<file path="src/rtl/ep0_csr_pkg.sv">
package ep0_csr_pkg;
  localparam int CSR_W       = 16;
  localparam int B_FLUSH     = 8;
  localparam int B_SVC_SE    = 7;
  localparam int B_SVC_RX    = 6;
  localparam int B_STALL     = 5;
  localparam int B_SETUPEND  = 4;
  localparam int B_DATAEND   = 3;
  localparam int B_SENTSTALL = 2;
  localparam int B_TXRDY     = 1;
  localparam int B_RXRDY     = 0;

  typedef struct packed {
    logic flush;
    logic svc_setup;
    logic svc_rx;
    logic stall;
    logic dataend;
    logic clr_sent;
    logic txrdy;
  } cmd_t;

  typedef struct packed {
    logic stall;
    logic setupend;
    logic dataend;
    logic sentstall;
    logic txrdy;
    logic rxrdy;
  } flags_t;
endpackage

</file>
<file path="src/rtl/ep0_cmd_decode.sv">
module ep0_cmd_decode
  import ep0_csr_pkg::*;
#(
  parameter int W = CSR_W
) (
  input  logic         wr,
  input  logic [W-1:0] wdata,
  output cmd_t         cmd
);
  logic unused_bits;
  assign unused_bits = ^{wdata[W-1:B_FLUSH+1], wdata[B_SETUPEND], wdata[B_RXRDY]};

  always_comb begin
    cmd.flush     = wr & wdata[B_FLUSH];
    cmd.svc_setup = wr & wdata[B_SVC_SE];
    cmd.svc_rx    = wr & wdata[B_SVC_RX];
    cmd.stall     = wr & wdata[B_STALL];
    cmd.dataend   = wr & wdata[B_DATAEND];
    cmd.clr_sent  = wr & wdata[B_SENTSTALL];
    cmd.txrdy     = wr & wdata[B_TXRDY];
  end
endmodule

</file>
<file path="src/rtl/ep0_flag_regs.sv">
module ep0_flag_regs
  import ep0_csr_pkg::*;
(
  input  logic   clk,
  input  logic   rst_n,
  input  cmd_t   cmd,
  input  logic   lnk_rx_done,
  input  logic   lnk_tx_done,
  input  logic   lnk_stall_sent,
  input  logic   lnk_xfer_end,
  output flags_t q,
  output logic   irq_src,
  output logic   flush_src
);
  flags_t d;
  logic   flush_hit, setup_hit, tx_hit, upd;

  always_comb begin
    flush_hit = cmd.flush & (q.txrdy | q.rxrdy);
    setup_hit = lnk_xfer_end & ~q.dataend;
    tx_hit    = lnk_tx_done & q.txrdy;
    d = q;
    // software actions first, link actions override
    if (cmd.txrdy) d.txrdy = 1'b1;
    if (tx_hit | flush_hit | setup_hit) d.txrdy = 1'b0;
    if (cmd.svc_rx | flush_hit | setup_hit) d.rxrdy = 1'b0;
    if (lnk_rx_done) d.rxrdy = 1'b1;
    if (cmd.dataend) d.dataend = 1'b1;
    if (lnk_xfer_end) d.dataend = 1'b0;
    if (cmd.svc_setup) d.setupend = 1'b0;
    if (setup_hit) d.setupend = 1'b1;
    if (cmd.stall) d.stall = 1'b1;
    if (lnk_stall_sent) d.stall = 1'b0;
    if (cmd.clr_sent) d.sentstall = 1'b0;
    if (lnk_stall_sent) d.sentstall = 1'b1;
    irq_src   = lnk_rx_done | tx_hit | setup_hit;
    flush_src = flush_hit | setup_hit;
    upd = (|cmd) | lnk_rx_done | lnk_tx_done | lnk_stall_sent | lnk_xfer_end;
  end

  always_ff @(posedge clk or negedge rst_n) begin
    if (!rst_n)   q <= '0;
    else if (upd) q <= d;
  end


  rx_set_chk: assert property (@(posedge clk) disable iff (!rst_n)
    lnk_rx_done |=> q.rxrdy);

  sent_set_chk: assert property (@(posedge clk) disable iff (!rst_n)
    lnk_stall_sent |=> q.sentstall);

  stall_hold_chk: assert property (@(posedge clk) disable iff (!rst_n)
    (q.stall && !lnk_stall_sent) |=> q.stall);

  dataend_hold_chk: assert property (@(posedge clk) disable iff (!rst_n)
    (q.dataend && !lnk_xfer_end) |=> q.dataend);
endmodule

</file>
<file path="src/rtl/ep0_pulse_out.sv">
module ep0_pulse_out (
  input  logic clk,
  input  logic rst_n,
  input  logic irq_en,
  input  logic irq_src,
  input  logic flush_src,
  output logic irq,
  output logic fifo_flush,
  output logic fifo_ptr_rst
);
  logic irq_d, flush_d;

  always_comb begin
    irq_d   = irq_en & irq_src;
    flush_d = flush_src;
  end

  always_ff @(posedge clk or negedge rst_n) begin
    if (!rst_n) begin
      irq          <= 1'b0;
      fifo_flush   <= 1'b0;
      fifo_ptr_rst <= 1'b0;
    end else begin
      irq          <= irq_d;
      fifo_flush   <= flush_d;
      fifo_ptr_rst <= flush_d;
    end
  end


  irq_gate_chk: assert property (@(posedge clk) disable iff (!rst_n)
    !irq_en |=> !irq);
endmodule

</file>
<file path="src/rtl/ep0_ctl_status.sv">
module ep0_ctl_status
  import ep0_csr_pkg::*;
(
  input  logic             clk,
  input  logic             rst_n,
  input  logic             cpu_wr,
  input  logic [CSR_W-1:0] cpu_wdata,
  output logic [CSR_W-1:0] cpu_rdata,
  input  logic             irq_en,
  input  logic             lnk_rx_done,
  input  logic             lnk_tx_done,
  input  logic             lnk_stall_sent,
  input  logic             lnk_xfer_end,
  output logic             stall_req,
  output logic             tx_ready,
  output logic             fifo_flush,
  output logic             fifo_ptr_rst,
  output logic             irq
);
  cmd_t   cmd;
  flags_t flg;
  logic   irq_src, flush_src;

  ep0_cmd_decode #(.W(CSR_W)) u_dec (
    .wr(cpu_wr), .wdata(cpu_wdata), .cmd(cmd)
  );

  ep0_flag_regs u_flags (
    .clk(clk), .rst_n(rst_n), .cmd(cmd),
    .lnk_rx_done(lnk_rx_done), .lnk_tx_done(lnk_tx_done),
    .lnk_stall_sent(lnk_stall_sent), .lnk_xfer_end(lnk_xfer_end),
    .q(flg), .irq_src(irq_src), .flush_src(flush_src)
  );

  ep0_pulse_out u_out (
    .clk(clk), .rst_n(rst_n), .irq_en(irq_en), .irq_src(irq_src),
    .flush_src(flush_src), .irq(irq), .fifo_flush(fifo_flush),
    .fifo_ptr_rst(fifo_ptr_rst)
  );

  always_comb begin
    cpu_rdata              = '0;
    cpu_rdata[B_STALL]     = flg.stall;
    cpu_rdata[B_SETUPEND]  = flg.setupend;
    cpu_rdata[B_DATAEND]   = flg.dataend;
    cpu_rdata[B_SENTSTALL] = flg.sentstall;
    cpu_rdata[B_TXRDY]     = flg.txrdy;
    cpu_rdata[B_RXRDY]     = flg.rxrdy;
    stall_req              = flg.stall;
    tx_ready               = flg.txrdy;
  end


  flush_clears_chk: assert property (@(posedge clk) disable iff (!rst_n)
    fifo_flush |-> !tx_ready);

  flush_guard_chk: assert property (@(posedge clk) disable iff (!rst_n)
    (cpu_wr && cpu_wdata[B_FLUSH] && !cpu_rdata[B_TXRDY] && !cpu_rdata[B_RXRDY]
     && !lnk_xfer_end) |=> !fifo_flush);

  cmd_bits_zero_chk: assert property (@(posedge clk) disable iff (!rst_n)
    cpu_rdata[CSR_W-1:B_SVC_RX] == '0);

  stall_fall_chk: assert property (@(posedge clk) disable iff (!rst_n)
    $fell(stall_req) |-> $past(lnk_stall_sent));
endmodule

</file>
<file path="config.mk">
export PLATFORM = sky130hd
export DESIGN_NAME = ep0_ctl_status
export DESIGN_NICKNAME = d
export VERILOG_FILES = /design/src/rtl/ep0_csr_pkg.sv /design/src/rtl/ep0_cmd_decode.sv /design/src/rtl/ep0_flag_regs.sv /design/src/rtl/ep0_pulse_out.sv /design/src/rtl/ep0_ctl_status.sv
export SDC_FILE = /design/constraint.sdc
export NUM_CORES = 1
export LEC_CHECK = 0
export CELL_PAD_IN_SITES_DETAIL_PLACEMENT = 1
export CELL_PAD_IN_SITES_GLOBAL_PLACEMENT = 2
export CORE_MARGIN = 5
export CORE_UTILIZATION = 26
export DETAILED_ROUTE_END_ITERATION = 10
export DONT_BUFFER_PORTS = 1
export GPL_ROUTABILITY_DRIVEN = 0
export PLACE_DENSITY = 0.67
export SLEW_MARGIN = 5
export SYNTH_ARGS = -nofsm -noshare
export SYNTH_HDL_FRONTEND = slang
export SYNTH_SLANG_ARGS = --single-unit
</file>
<file path="constraint.sdc">
create_clock -name clk -period 1.18 [get_ports clk]
set_input_delay 0.177 -clock clk [delete_from_list [all_inputs] [get_ports clk]]
set_output_delay 0.177 -clock clk [all_outputs]
set_load 0.01 [all_outputs]
</file>
==> results.json <==
{
  "synth_cell_types": 15,
  "reg2reg_slack_ns": 0.15,
  "setup_viol": 0,
  "vias": 268,
  "ys_warn_count": 0,
  "final_common_cell": "conb_1",
  "diodes": 0,
  "path_clk_slew_ns": 0.05,
  "start_util": 0.272,
  "ys_ff_latch": 8,
  "synth_cells": 41,
  "overflow": 0,
  "hold_depth": 1,
  "min_to": "u_flags.q[2]$_DFFE_PN0P_",
  "drive_above_1_share": 0.0930,
  "drc": 0,
  "cts_tree": "done",
  "min_period_over_period": 0.871,
  "synth_top_cell_area_share": 0.489,
  "grt_first_pass_wirelength_um": 1230,
  "multiInputGateArea_um2": 138,
  "maxCapViolCount": 0,
  "cts-htree-levels": 1,
  "avgRoutedWirePerCell_um": 15.1,
  "regArea_um2": 200,
  "core-area_um2": 1510,
  "reg2regPathDepth": 2,
  "p_leak_nw": 0.208,
  "placed_cell_area_um2": 365,
  "crit_path_start_kind": "flop",
  "cts_buffers": 3,
  "antenna_found_initial": 0,
  "slew_viol_final": 0,
  "final_cell_area_um2": 418,
  "rsz0062_at_grt": "no",
  "finalCriticalPeriod_ns": 1.03,
  "finalWirelength_um": 888,
  "timing.rr.start": "u_flags.q[3]$_DFFE_PN0P_",
  "die_area_um2": 2470,
  "clk_latency_ns": 0.24,
  "cts_sinks": 8,
  "reg2reg_to": "u_flags.q[0]$_DFFE_PN0P_",
  "drt_iter0_markers": 4,
  "fillerInstances": 182,
  "synth.largest_area_cell": "dfrtp_1",
  "holdBufCountCts": 3,
  "netlist_area_um2": 409,
  "p_per_area_nw_per_um2": 1430,
  "routed_via_density": 4.54,
  "cts_setup_buffers": 0,
  "row_count": 14,
  "timing.fmax_mhz": 973,
  "worstHoldStart": "lnk_stall_sent",
  "arrival_ns": 1.16,
  "cts_resized": 0,
  "die_x_um": 49.7,
  "cts.path.max_buffers": 2,
  "postSynthAreaPerCell_um2": 9.98,
  "setup_tns_ns": 0,
  "die_h_um": 49.7,
  "ys_seq_area_frac": 0.489,
  "portBuffers": 0,
  "grt_usage": 0.0699,
  "vdd_drop_max_uv": 284,
  "pin_count": 45,
  "dr.pass1.iters": 2,
  "grt_max_degree": 9,
  "final_nets": 69,
  "min_path_type": "input port to flop",
  "grt_pass1_vias": 248,
  "clockRootBuffer": "clkbuf_4",
  "cp_max_fo": 5,
  "critPathRequiredTime_ns": 1.32,
  "outcome": "finished clean",
  "clock_skew_ns": 0.000237,
  "critPathKind": "flop to flop",
  "area_growth_syn_to_layout_pct": 2.14,
  "hold_viol_final": 0,
  "synth_area_leaders": "dfrtp_1 49%, buf_4 24%, a21o_1 3.7%",
  "mostFrequentLayoutCells": "10 x conb_1, 8 x dfrtp_1, 4 x nand2_1",
  "ant_nets": 0,
  "crit_path_end_kind": "flop"
}
==> worst max-delay path by stage <==
stage / startpoint / to / slack, ns
2_1_floorplan: u_flags.q[3]$_DFFE_PN0P_ / u_flags.q[0]$_DFFE_PN0P_ / 0.27
3_3_place_gp: u_flags.q[3]$_DFFE_PN0P_ / u_flags.q[0]$_DFFE_PN0P_ / 0.17
3_5_place_dp: u_flags.q[3]$_DFFE_PN0P_ / u_flags.q[0]$_DFFE_PN0P_ / 0.17
4_1_cts: u_flags.q[3]$_DFFE_PN0P_ / u_flags.q[0]$_DFFE_PN0P_ / 0.16
5_1_grt: u_flags.q[3]$_DFFE_PN0P_ / u_flags.q[0]$_DFFE_PN0P_ / 0.12
6_report: u_flags.q[3]$_DFFE_PN0P_ / u_flags.q[0]$_DFFE_PN0P_ / 0.15
==> metrics by stage <==
| stage | std cells | setup slack, ns | hold WS, ns | power [mW] | util |
|---|---|---|---|---|---|
| detailed placement | 53 | 0.174 | -0.118 | 0.386 | 0.243 |
| floorplan | 50 | 0.266 | -0.119 | 0.411 | - |
| finish | 59 | 0.152 | 0.0256 | 0.597 | 0.277 |
| global route | 59 | 0.118 | 0.0104 | 0.628 | 0.277 |
| global placement | 53 | 0.173 | -0.118 | 0.384 | 0.243 |
| CTS | 59 | 0.156 | 0.0131 | 0.610 | 0.277 |
==> layout make-up <==
cell class / instances / share of cell area
Clock buffer: 3 / 0.0539
Inverter: 2 / 0.0180
Sequential cell: 8 / 0.479
Multi-Input combinational cell: 27 / 0.329
Tap cell: 16 / 0.0479
Timing Repair Buffer: 3 / 0.0719
==> where the power goes <==
part	internal [mW]	switching (mW)
Clock	0.116	0.0869
Combinational	0.0261	0.0366
Sequential	0.297	0.0346
Total	0.439	0.158
==> critical path: stages, from the launching register on <==
cell	delay, ns
dfrtp_1	0.43
nand2b_1	0.25
a31o_1	0.24
==> metal layers <==
metal | GRT usage | part of all wire
met5 | 0 | 0
met4 | 0.0786 | 0.021
met3 | 0.0331 | 0.14
met2 | 0.102 | 0.49
met1 | 0.0665 | 0.35
==> synth_stat cells (all sizes together) <==
cell	n
and4	1
dfrtp	8
a31oi	1
a21oi	2
a21o	2
o211ai	1
nor2	2
o21ai	1
a31o	1
nand2	4
inv	2
buf	13
conb	1
a21bo	1
nand2b	1
==> kinds of logic (layout without fill, tap and decap cells) <==
| kind of cell | Yosys count | after routing | synth area share |
|---|---|---|---|
| DFF | 8 | 8 | 0.489 |
| and+or+nand+nor | 8 | 8 | 0.0918 |
| AOI/OAI and AO/OA | 9 | 9 | 0.153 |
| other | 1 | 10 | 0.00917 |
| buffers and inverters | 15 | 8 | 0.257 |
==> state kept, by name, indices dropped and copies added (netlist names) <==
name	cells
u_out.fifo_flush	1
u_out.irq	1
u_flags.q	6
Note: power is estimated with default switching activity, not from simulation.
